[src/rtl/cms_pkg.sv]
package cms_pkg;

  typedef enum logic [2:0] {
    ST_IDLE     = 3'd0,
    ST_RUN      = 3'd1,
    ST_IC_RETRY = 3'd2,
    ST_IC_WAIT  = 3'd3,
    ST_DTB_WAIT = 3'd4,
    ST_DC_RETRY = 3'd5,
    ST_DC_WAIT  = 3'd6,
    ST_FAULT    = 3'd7
  } seq_state_e;

  localparam int unsigned N_PORTS = 2;
  localparam int unsigned PORT_I  = 0;
  localparam int unsigned PORT_D  = 1;

endpackage

[src/rtl/cms_rsp_align.sv]
// One-entry holding register: a response is taken on the edge and handed to
// the sequencer on the following cycle; a further response is refused while full.
module cms_rsp_align (
  input  logic clk,
  input  logic rst_n,
  input  logic rsp_valid_i,
  output logic rsp_ready_o,
  input  logic take_i,
  output logic pend_o
);
  logic full_q;

  always_ff @(posedge clk) begin
    if (!rst_n) begin
      full_q <= 1'b0;
    end else begin
      full_q <= (full_q && !take_i) || (rsp_valid_i && !full_q);
    end
  end

  assign rsp_ready_o = !full_q;
  assign pend_o      = full_q;
endmodule

[src/rtl/cms_wake_timer.sv]
// Counts the activation delay; fires once when it runs out.
module cms_wake_timer #(
  parameter int unsigned DLY_W = 8
) (
  input  logic             clk,
  input  logic             rst_n,
  input  logic             start_i,
  input  logic [DLY_W-1:0] delay_i,
  output logic             busy_o,
  output logic             fire_o
);
  logic             armed_q;
  logic [DLY_W-1:0] cnt_q;

  always_ff @(posedge clk) begin
    if (!rst_n) begin
      armed_q <= 1'b0;
      cnt_q   <= '0;
    end else if (start_i) begin
      armed_q <= 1'b1;
      cnt_q   <= delay_i;
    end else if (armed_q) begin
      if (cnt_q == '0) armed_q <= 1'b0;
      else             cnt_q   <= cnt_q - 1'b1;
    end
  end

  assign busy_o = armed_q;
  assign fire_o = armed_q && (cnt_q == '0);
endmodule

[src/rtl/cms_cycle_acc.sv]
// Free-running edge count, latched into the status output on each state change.
module cms_cycle_acc #(
  parameter int unsigned CYC_W = 32
) (
  input  logic             clk,
  input  logic             rst_n,
  input  logic             chg_i,
  output logic [CYC_W-1:0] cycles_o
);
  logic [CYC_W-1:0] tick_q;
  logic [CYC_W-1:0] acc_q;

  always_ff @(posedge clk) begin
    if (!rst_n) begin
      tick_q <= '0;
      acc_q  <= '0;
    end else begin
      tick_q <= tick_q + 1'b1;
      if (chg_i) acc_q <= tick_q + 1'b1;
    end
  end

  assign cycles_o = acc_q;
endmodule

[src/rtl/core_mem_seq.sv]
module core_mem_seq
  import cms_pkg::*;
#(
  parameter int unsigned DLY_W = 8,
  parameter int unsigned CYC_W = 32
) (
  input  logic             clk,
  input  logic             rst_n,
  input  logic             activate_i,
  input  logic [DLY_W-1:0] act_delay_i,
  input  logic             suspend_i,
  input  logic             drain_req_i,
  input  logic             fxlate_done_i,
  input  logic             fxlate_fault_i,
  output logic             fetch_strobe_o,
  output logic             ic_req_valid_o,
  input  logic             ic_req_ready_i,
  input  logic             ic_retry_i,
  input  logic             ic_rsp_valid_i,
  output logic             ic_rsp_ready_o,
  input  logic             exec_is_mem_i,
  output logic             dxlate_req_o,
  input  logic             dxlate_done_i,
  input  logic             dxlate_fault_i,
  output logic             dc_req_valid_o,
  input  logic             dc_req_ready_i,
  input  logic             dc_retry_i,
  input  logic             dc_rsp_valid_i,
  output logic             dc_rsp_ready_o,
  output logic             pc_advance_o,
  output logic             pc_redirect_o,
  output logic             drained_o,
  output logic [2:0]       state_o,
  output logic [CYC_W-1:0] cycles_o
);

  seq_state_e st_q, st_d;
  logic       fpend_q, fpend_d;   // fetch translation outstanding
  logic       spend_q, spend_d;   // suspend requested while busy
  logic       drained_q;

  logic [N_PORTS-1:0] rsp_v, rsp_rdy, take_v, pend_v;
  logic               issue_i, issue_d;
  logic               wake_start, wake_busy, wake_fire;
  logic               boundary;

  assign rsp_v[PORT_I] = ic_rsp_valid_i;
  assign rsp_v[PORT_D] = dc_rsp_valid_i;

  for (genvar p = 0; p < N_PORTS; p++) begin : g_align
    cms_rsp_align u_align (
      .clk        (clk),
      .rst_n      (rst_n),
      .rsp_valid_i(rsp_v[p]),
      .rsp_ready_o(rsp_rdy[p]),
      .take_i     (take_v[p]),
      .pend_o     (pend_v[p])
    );
  end

  assign ic_rsp_ready_o = rsp_rdy[PORT_I];
  assign dc_rsp_ready_o = rsp_rdy[PORT_D];

  assign wake_start = activate_i && (st_q == ST_IDLE) && !wake_busy;

  cms_wake_timer #(.DLY_W(DLY_W)) u_wake (
    .clk    (clk),
    .rst_n  (rst_n),
    .start_i(wake_start),
    .delay_i(act_delay_i),
    .busy_o (wake_busy),
    .fire_o (wake_fire)
  );

  assign boundary = (st_q == ST_RUN) && !fpend_q;

  always_comb begin
    st_d           = st_q;
    fpend_d        = fpend_q;
    spend_d        = spend_q;
    fetch_strobe_o = 1'b0;
    issue_i        = 1'b0;
    issue_d        = 1'b0;
    take_v         = '0;
    dxlate_req_o   = 1'b0;
    pc_advance_o   = 1'b0;
    pc_redirect_o  = 1'b0;
    if (suspend_i && (st_q != ST_IDLE)) spend_d = 1'b1;
    unique case (st_q)
      ST_IDLE: begin
        if (wake_fire) st_d = ST_RUN;
      end
      ST_RUN: begin
        if (!fpend_q) begin
          if (spend_q || suspend_i) begin
            st_d    = ST_IDLE;
            spend_d = 1'b0;
          end else if (!drain_req_i) begin
            fetch_strobe_o = 1'b1;
            fpend_d        = 1'b1;
          end
        end else if (fxlate_done_i) begin
          fpend_d = 1'b0;
          if (fxlate_fault_i) begin
            pc_redirect_o = 1'b1;
            st_d          = ST_FAULT;
          end else begin
            issue_i = 1'b1;
            st_d    = ic_req_ready_i ? ST_IC_WAIT : ST_IC_RETRY;
          end
        end
      end
      ST_IC_RETRY: begin
        if (ic_retry_i && ic_req_ready_i) st_d = ST_IC_WAIT;
      end
      ST_IC_WAIT: begin
        if (pend_v[PORT_I]) begin
          take_v[PORT_I] = 1'b1;
          if (exec_is_mem_i) begin
            dxlate_req_o = 1'b1;
            st_d         = ST_DTB_WAIT;
          end else begin
            pc_advance_o = 1'b1;
            st_d         = ST_RUN;
          end
        end
      end
      ST_DTB_WAIT: begin
        if (dxlate_done_i) begin
          if (dxlate_fault_i) begin
            pc_redirect_o = 1'b1;
            st_d          = ST_FAULT;
          end else begin
            issue_d = 1'b1;
            st_d    = dc_req_ready_i ? ST_DC_WAIT : ST_DC_RETRY;
          end
        end
      end
      ST_DC_RETRY: begin
        if (dc_retry_i && dc_req_ready_i) st_d = ST_DC_WAIT;
      end
      ST_DC_WAIT: begin
        if (pend_v[PORT_D]) begin
          take_v[PORT_D] = 1'b1;
          pc_advance_o   = 1'b1;
          st_d           = ST_RUN;
        end
      end
      ST_FAULT: begin
        st_d = ST_RUN;
      end
      default: st_d = ST_IDLE;
    endcase
  end

  assign ic_req_valid_o = issue_i || ((st_q == ST_IC_RETRY) && ic_retry_i);
  assign dc_req_valid_o = issue_d || ((st_q == ST_DC_RETRY) && dc_retry_i);

  always_ff @(posedge clk) begin
    if (!rst_n) begin
      st_q      <= ST_IDLE;
      fpend_q   <= 1'b0;
      spend_q   <= 1'b0;
      drained_q <= 1'b0;
    end else begin
      st_q      <= st_d;
      fpend_q   <= fpend_d;
      spend_q   <= spend_d;
      drained_q <= drain_req_i && ((st_q == ST_IDLE) || boundary);
    end
  end

  assign drained_o = drained_q;
  assign state_o   = st_q;

  cms_cycle_acc #(.CYC_W(CYC_W)) u_cyc (
    .clk     (clk),
    .rst_n   (rst_n),
    .chg_i   (st_d != st_q),
    .cycles_o(cycles_o)
  );

endmodule

[config.mk]
export PLATFORM = sky130hd
export DESIGN_NAME = core_mem_seq
export DESIGN_NICKNAME = d
export VERILOG_FILES = /design/src/rtl/cms_pkg.sv /design/src/rtl/cms_rsp_align.sv /design/src/rtl/cms_wake_timer.sv /design/src/rtl/cms_cycle_acc.sv /design/src/rtl/core_mem_seq.sv
export SDC_FILE = /design/constraint.sdc
export NUM_CORES = 1
export LEC_CHECK = 0
export BUFFER_PORTS_ARGS = -buffer_cell sky130_fd_sc_hd__buf_2
export CORE_UTILIZATION = 59
export CTS_CLUSTER_DIAMETER = 100
export DETAILED_ROUTE_END_ITERATION = 10
export PLACE_DENSITY = 0.84
export SLEW_MARGIN = 25
export SYNTH_ARGS = -nofsm -noshare
export SYNTH_HDL_FRONTEND = slang
export SYNTH_SLANG_ARGS = --single-unit
[constraint.sdc]
create_clock -name clk -period 4.43 [get_ports clk]
set_clock_uncertainty 0.15 [all_clocks]
set_input_delay 0 -clock clk [delete_from_list [all_inputs] [get_ports clk]]
set_output_delay 0 -clock clk [all_outputs]
set_load 0.05 [all_outputs]
==> results of run 1 <==
[layer usage]
layer / global-route usage (%) / vias to the layer above
met3: 5.45 / 8
met1: 30.7 / 1490
met5: 0 / -
met2: 47.0 / 86
met4: 10.9 / 0
li1: - / 1563
[cell usage after synthesis (all sizes together), types with 10 or more instances]
library cell   n
o21ai         14
inv           22
xor2          17
dfxtp         81
mux2          21
nand4         13
clkbuf        10
nor2          45
xnor2         16
mux2i         11
nand3         20
nand2         43
and2          23
[area by class of cell]
| type | count | area (µm²) | share of cell area [%] |
|---|---|---|---|
| Multi-Input combinational cell | 290 | 1850 | 42.2 |
| Sequential cell | 81 | 1620 | 37.0 |
| Timing Repair Buffer | 87 | 531 | 12.1 |
| Clock buffer | 11 | 151 | 3.45 |
| Tap cell | 75 | 93.8 | 2.14 |
| Inverter | 22 | 82.6 | 1.88 |
| Clock inverter | 4 | 51.3 | 1.17 |
[through the flow]
stage | hold slack, ns | power (µW) | instances
after detailed placement | 0.106 | 986 | 537
after CTS | 0.0184 | 1530 | 570
final | 0.0207 | 1530 | 570
after floorplan | -0.0180 | 941 | 410
after global placement | 0.0956 | 981 | 537
after global routing | 0.0599 | 1600 | 570
[state kept, by name, indices dropped and copies added (netlist names)]
register and flops:
state_o 3, drained_o 1, spend_q 1, g_align.u_align.pend_o 2, fpend_q 1, u_wake.busy_o 1, u_wake.cnt_q 8, u_cyc.tick_q 32
u_cyc.cycles_o 32
[worst max-delay path: stages, from the launching register on]
cell,delay (ns)
dfxtp_1,0.70
nor4bb_1,0.14
a32oi_1,0.20
o21ai_1,0.13
o31a_1,0.34
nor3_4,0.20
buf_4,0.29
mux2_1,0.36
[power by group through the flow]
stage | Combinational [µW] | Sequential (µW) | Clock (µW)
2_1_floorplan | 145 | 796 | 0
5_1_grt | 232 | 778 | 591
3_5_place_dp | 196 | 790 | 0
6_report | 213 | 774 | 545
4_1_cts | 210 | 774 | 550
3_3_place_gp | 192 | 789 | 0
[worst min-delay path by stage]
stage	slack [ns]	cells past startpoint	end
finish	0.02	5	state_o[1]
global route	0.06	5	state_o[1]
CTS	0.02	5	state_o[1]
detailed placement	0.11	3	u_wake.cnt_q[1]
global placement	0.1	3	u_wake.cnt_q[3]
floorplan	-0.02	2	drained_o
[kinds of logic (layout without fill, tap and decap cells)]
family	Yosys count	after routing	share of synthesized area [%]
AOI/OAI and AO/OA	46	46	8.23
DFF	81	81	44.6
and+or+nand+nor	177	177	24.5
muxes	32	32	9.54
buffers and inverters	39	124	4.44
xor gates and xnor gates	33	33	7.95
adders and majority gates	2	2	0.688
==> results by group, run 1 <==
CTS
  – Clock tree from TritonCTS: yes
  – CTS buffer count: 9
  – Hold-fix buffers at CTS: 18
  – CTS HTree Levels: 3
  – Clock Tree Root: clkbuf_8
  – Post_cts resized: 0
  – Skew-Pair Late Insertion Delay: 0.35 ns
  – Clock Path Buffers: 2
  – Postcts setup bufs: 0
  – TritonCTS Sinks: 81
  – Clock slew seen by the registers of the worst setup and hold paths: 0.08 ns

Pwr
  – Gate power share: 13.9%
  – Internal Pwr Total: 1130 µW
  – P_leak: 0.00198 µW
  – Clk pwr share: 35.6%
  – Cell Pwr Density: 350 nW/µm²
  – Worst IR Drop VDD: 0.232 mV
  – Register share of total power: 50.5%
  – Net Sw Power: 405 µW
  – Switching Fraction: 26.4%

Synthesis
  – Area leader, netlist: dfxtp_1
  – Synth warnings: 0
  – Number of synthesized flops with an enable pin: 0
  – Syn avg cell area: 8.87 µm²
  – Cell Area, Synth: 3630 µm²
  – Async set or reset register ratio after synthesis: 0%
  – Ranking of synthesized cells by area: dfxtp_1 (45%), mux2_1 (5.9%), nor2_1 (4.6%), nand2_1 (4.4%), xor2_1 (4.1%)
  – Synth unique cells: 49
  – Register area share after synthesis: 44.6%
  – Synth top area share: 44.6%
  – Mapped Cells: 410
  – Main flop type after synthesis: dfxtp_1
  – Register bit total from synthesis: 81
  – Synthesized Nets: 436

Finish
  – Nets: 517
  – N_diodes: 0
  – Design area: 4380 µm²
  – Core Util, Final: 74.0%
  – Fill count: 451
  – Most frequent cells in the layout: dfxtp_1 (81), buf_2 (67), nor2_1 (45)
  – Layout cells sized above 1: 18.2%
  – Most common cell after layout, fill and taps aside: dfxtp_1
  – Layout Area Growth over Synthesis: 20.6%

Placement
  – Global placement routability congestion: 0.878
  – HPWL after DPL: 5360 µm
  – Post-Place Worst Slack: 1.85 ns
  – # port buffers: 67
  – DP Area: 4000 µm²

Timing
  – Slew Viols, Final: 0
  – Normalized max-slew margin: 32.3%
  – Final Cycle Share: 59.5%
  – # setup viols final: 0
  – Final setup margin: 1.80 ns
  – Actual slew at the worst max-slew pin: 1.01 ns
  – Minimum clock period: 2.63 ns
  – Fin Setup TNS: 0 ns
  – Highest Clock Rate: 380 MHz
  – RSZ-0062 raised after global routing: false
  – Hold Vio Cnt, Final: 0

Routing
  – Max layer used: met4
  – Vias per inst: 5.52
  – Initial DRC count: 157
  – Wire per inst: 14.2 µm
  – DR DRC count: 0
  – Routed wl met2: 4010 µm
  – Via count: 3147
  – Metal3 WL: 411 µm
  – Post-Route M1 WL: 3600 µm
  – WL final: 8080 µm
  – ANT nets after route: 0
  – Iteration count of the initial detailed-routing pass: 5

GRT
  – Overflow after GRT: 0
  – Vias in the first global route: 3017
  – First-pass GRT wire length: 13200 µm
  – Antenna violations before repair: 0
  – Pin count of the biggest net entering global routing: 52
  – Overall Global Routing Usage: 26.5%

Setup path
  – CP startpoint kind: flop
  – Setup slack, reg-to-reg: 1.80 ns
  – Critical path data required time: 4.51 ns
  – Reg2reg start: state_o[0]
  – R2r endpoint: u_cyc.cycles_o[15]
  – CP Capture Type: flop
  – Arr. time, crit path: 2.72 ns
  – Crit path capture: u_cyc.cycles_o[15]
  – Max FO, Critical Path: 20
  – Cells on worst reg2reg path: 7
  – Crit Path Class: flop to flop
  – Setup crit start: state_o[0]

Die
  – # IOs: 68
  – Starting Density: 61.4%
  – Die height: 80.5 µm
  – Full die area: 6480 µm²
  – Core ar.: 5920 µm²
  – Row cnt: 28
  – Die width: 80.5 µm

Run status
  – Status: finished clean

Min path
  – Hold/Removal Path Class: input pin to flop
  – Min-delay src: dxlate_done_i

Flow run
  – Max Cap Violations: 0
Note: power is estimated with default switching activity, not from simulation.
==> run 2, diff against run 1 <==
Settings changed: CORE_UTILIZATION 59 to 55, PLACE_DENSITY 0.84 to 0.79.
Clock period 4.43 ns to 2.46 ns, I/O delays scaled along.
==> run 2 against run 1 <==
Against the previous run:
- clock-buffer cell count decreased by 1
- critical path depth is the same
- global-route usage fell by 1.9 points
- sequential power is 81% higher
- fmax is 9.1% higher
- first-iteration DRC count rose by 8.9%
- wire length rose by 3.3%
- cell count up 2.8%
==> results by group, run 2 (same netlist as run 1, synthesis figures left out) <==
Run status
  – Status: finished clean

Pwr
  – Switching Fraction: 29.0%
  – Worst IR Drop VDD: 0.425 mV
  – Internal Pwr Total: 1930 µW
  – P_leak: 0.00204 µW
  – Cell Pwr Density: 602 nW/µm²
  – Net Sw Power: 787 µW
  – Gate power share: 15.0%
  – Clk pwr share: 33.7%
  – Register share of total power: 51.3%

GRT
  – First-pass GRT wire length: 13900 µm
  – Pin count of the biggest net entering global routing: 51
  – Met2 Track Usage GR: 41.7%
  – Overall Global Routing Usage: 24.6%
  – M3 GR Usage: 4.87%
  – Overflow after GRT: 0
  – M1 GR Usage: 30.0%
  – Busiest grt layer: met2
  – Vias in the first global route: 3115
  – Antenna violations before repair: 0

Die
  – Die height: 83.3 µm
  – Starting Density: 57.2%
  – Core ar.: 6350 µm²
  – Full die area: 6940 µm²
  – Die width: 83.3 µm
  – Row cnt: 29
  – # IOs: 68

Timing
  – Fin Setup TNS: 0 ns
  – Final Cycle Share: 98.2%
  – Normalized max-slew margin: 51.1%
  – # setup viols final: 0
  – Actual slew at the worst max-slew pin: 0.733 ns
  – Hold Vio Cnt, Final: 0
  – Slew Viols, Final: 0
  – Highest Clock Rate: 414 MHz
  – Minimum clock period: 2.42 ns

Setup path
  – CP startpoint kind: flop
  – Cells on worst reg2reg path: 7
  – CP Capture Type: flop
  – R2r endpoint: u_cyc.cycles_o[24]
  – Reg2reg start: state_o[2]
  – Crit Path Class: flop to flop
  – Max FO, Critical Path: 32
  – Critical path data required time: 2.56 ns
  – Setup slack, reg-to-reg: 0.04 ns
  – Arr. time, crit path: 2.52 ns

CTS
  – Skew-Pair Late Insertion Delay: 0.36 ns
  – Clock tree from TritonCTS: yes
  – CTS HTree Levels: 3
  – CTS buffer count: 9
  – Clock slew seen by the registers of the worst setup and hold paths: 0.09 ns
  – Clock Path Buffers: 2
  – TritonCTS Sinks: 81
  – Clock Tree Root: clkbuf_8

Finish
  – Final instance count without filler cells: 586
  – Layout Area Growth over Synthesis: 24.2%
  – Layout cells sized above 1: 21.4%
  – FF/Latch Area: 1630 µm²
  – N_diodes: 0
  – Most common cell after layout, fill and taps aside: dfxtp_1
  – Most frequent cells in the layout: dfxtp_1 (77), buf_2 (67), nor2_1 (45)
  – Fill count: 487
  – Nets: 530
  – Multi-input logic area: 1870 µm²

Routing
  – Wire per inst: 14.2 µm
  – Initial DRC count: 171
  – Iteration count of the initial detailed-routing pass: 4
  – ANT nets after route: 0
  – DR DRC count: 0
  – WL final: 8340 µm
  – Vias per inst: 5.53
  – Via count: 3239

Min path
  – Hold/Removal Path Class: input pin to flop
  – Hold path cells: 3
  – Hold Path Sink: state_o[0]
  – Min-delay src: dc_req_ready_i

Placement
  – # port buffers: 67
  – Placed Cells: 548
  – HPWL after DPL: 5370 µm
  – Global placement routability congestion: 0.927

Flow run
  – Max Cap Violations: 0
[run 2: how the worst max path moves through the flow]
stage | from | to | slack, ns | cells past startpoint
after CTS | state_o[0] | u_cyc.cycles_o[7] | 0.06 | 7
final | state_o[2] | u_cyc.cycles_o[24] | 0.04 | 7
after detailed placement | state_o[0] | u_cyc.cycles_o[24] | 0.09 | 7
after global placement | state_o[0] | u_cyc.cycles_o[7] | 0.17 | 7
after floorplan | state_o[2] | u_cyc.cycles_o[0] | 0.06 | 8
after global routing | state_o[2] | u_cyc.cycles_o[3] | -0.03 | 7
[run 2: through the flow]
step	utilization, %	area (µm²)	setup WS (ns)	total power (µW)	hold WS [ns]
finish	71.1	4510	0.0440	2720	0.0137
floorplan	-	3640	0.0559	1700	-0.0387
global route	71.1	4510	-0.0344	2830	0.0478
CTS	70.5	4480	0.0605	2700	0.00866
detailed placement	64.5	4090	0.0862	1790	0.108
global placement	64.5	4090	0.167	1770	0.108
[run 2: what timing repair did]
item,CTS,global route
setup endpoints to repair,0,23
hold endpoints to repair,16,0
buffers inserted,0,2
hold buffers,20,0
resized for setup,0,6
[run 2: cell type report]
cell class / count / share of cell area [%]
multi-input combinational: 290 / 41.4
timing repair buffer: 100 / 14.3
clock buffer: 10 / 3.05
tap: 77 / 2.13
inverter: 22 / 1.83
clock inverter: 6 / 1.08
sequential: 81 / 36.2
[run 2: per-layer routing]
layer / vias to the layer above / share of wire [%]
met2: 116 / 48
met5: - / 0
met4: 0 / 2.6
met3: 22 / 5.7
li1: 1590 / -
met1: 1511 / 44
[run 2: worst max-delay path, cell delays in order (launching register included)]
cell and delay, ns:
dfxtp_4 0.44, inv_1 0.11, nor4b_1 0.45, a21boi_0 0.32, o31a_1 0.24, nor3_4 0.07
buf_12 0.19, mux2_1 0.33
[run 2: power by group through the flow]
stage | Combinational (µW) | Sequential, µW | Clock [µW]
finish | 408 | 1400 | 915
CTS | 390 | 1390 | 922
global placement | 354 | 1420 | 0
floorplan | 261 | 1430 | 0
global route | 445 | 1400 | 984
detailed placement | 363 | 1420 | 0
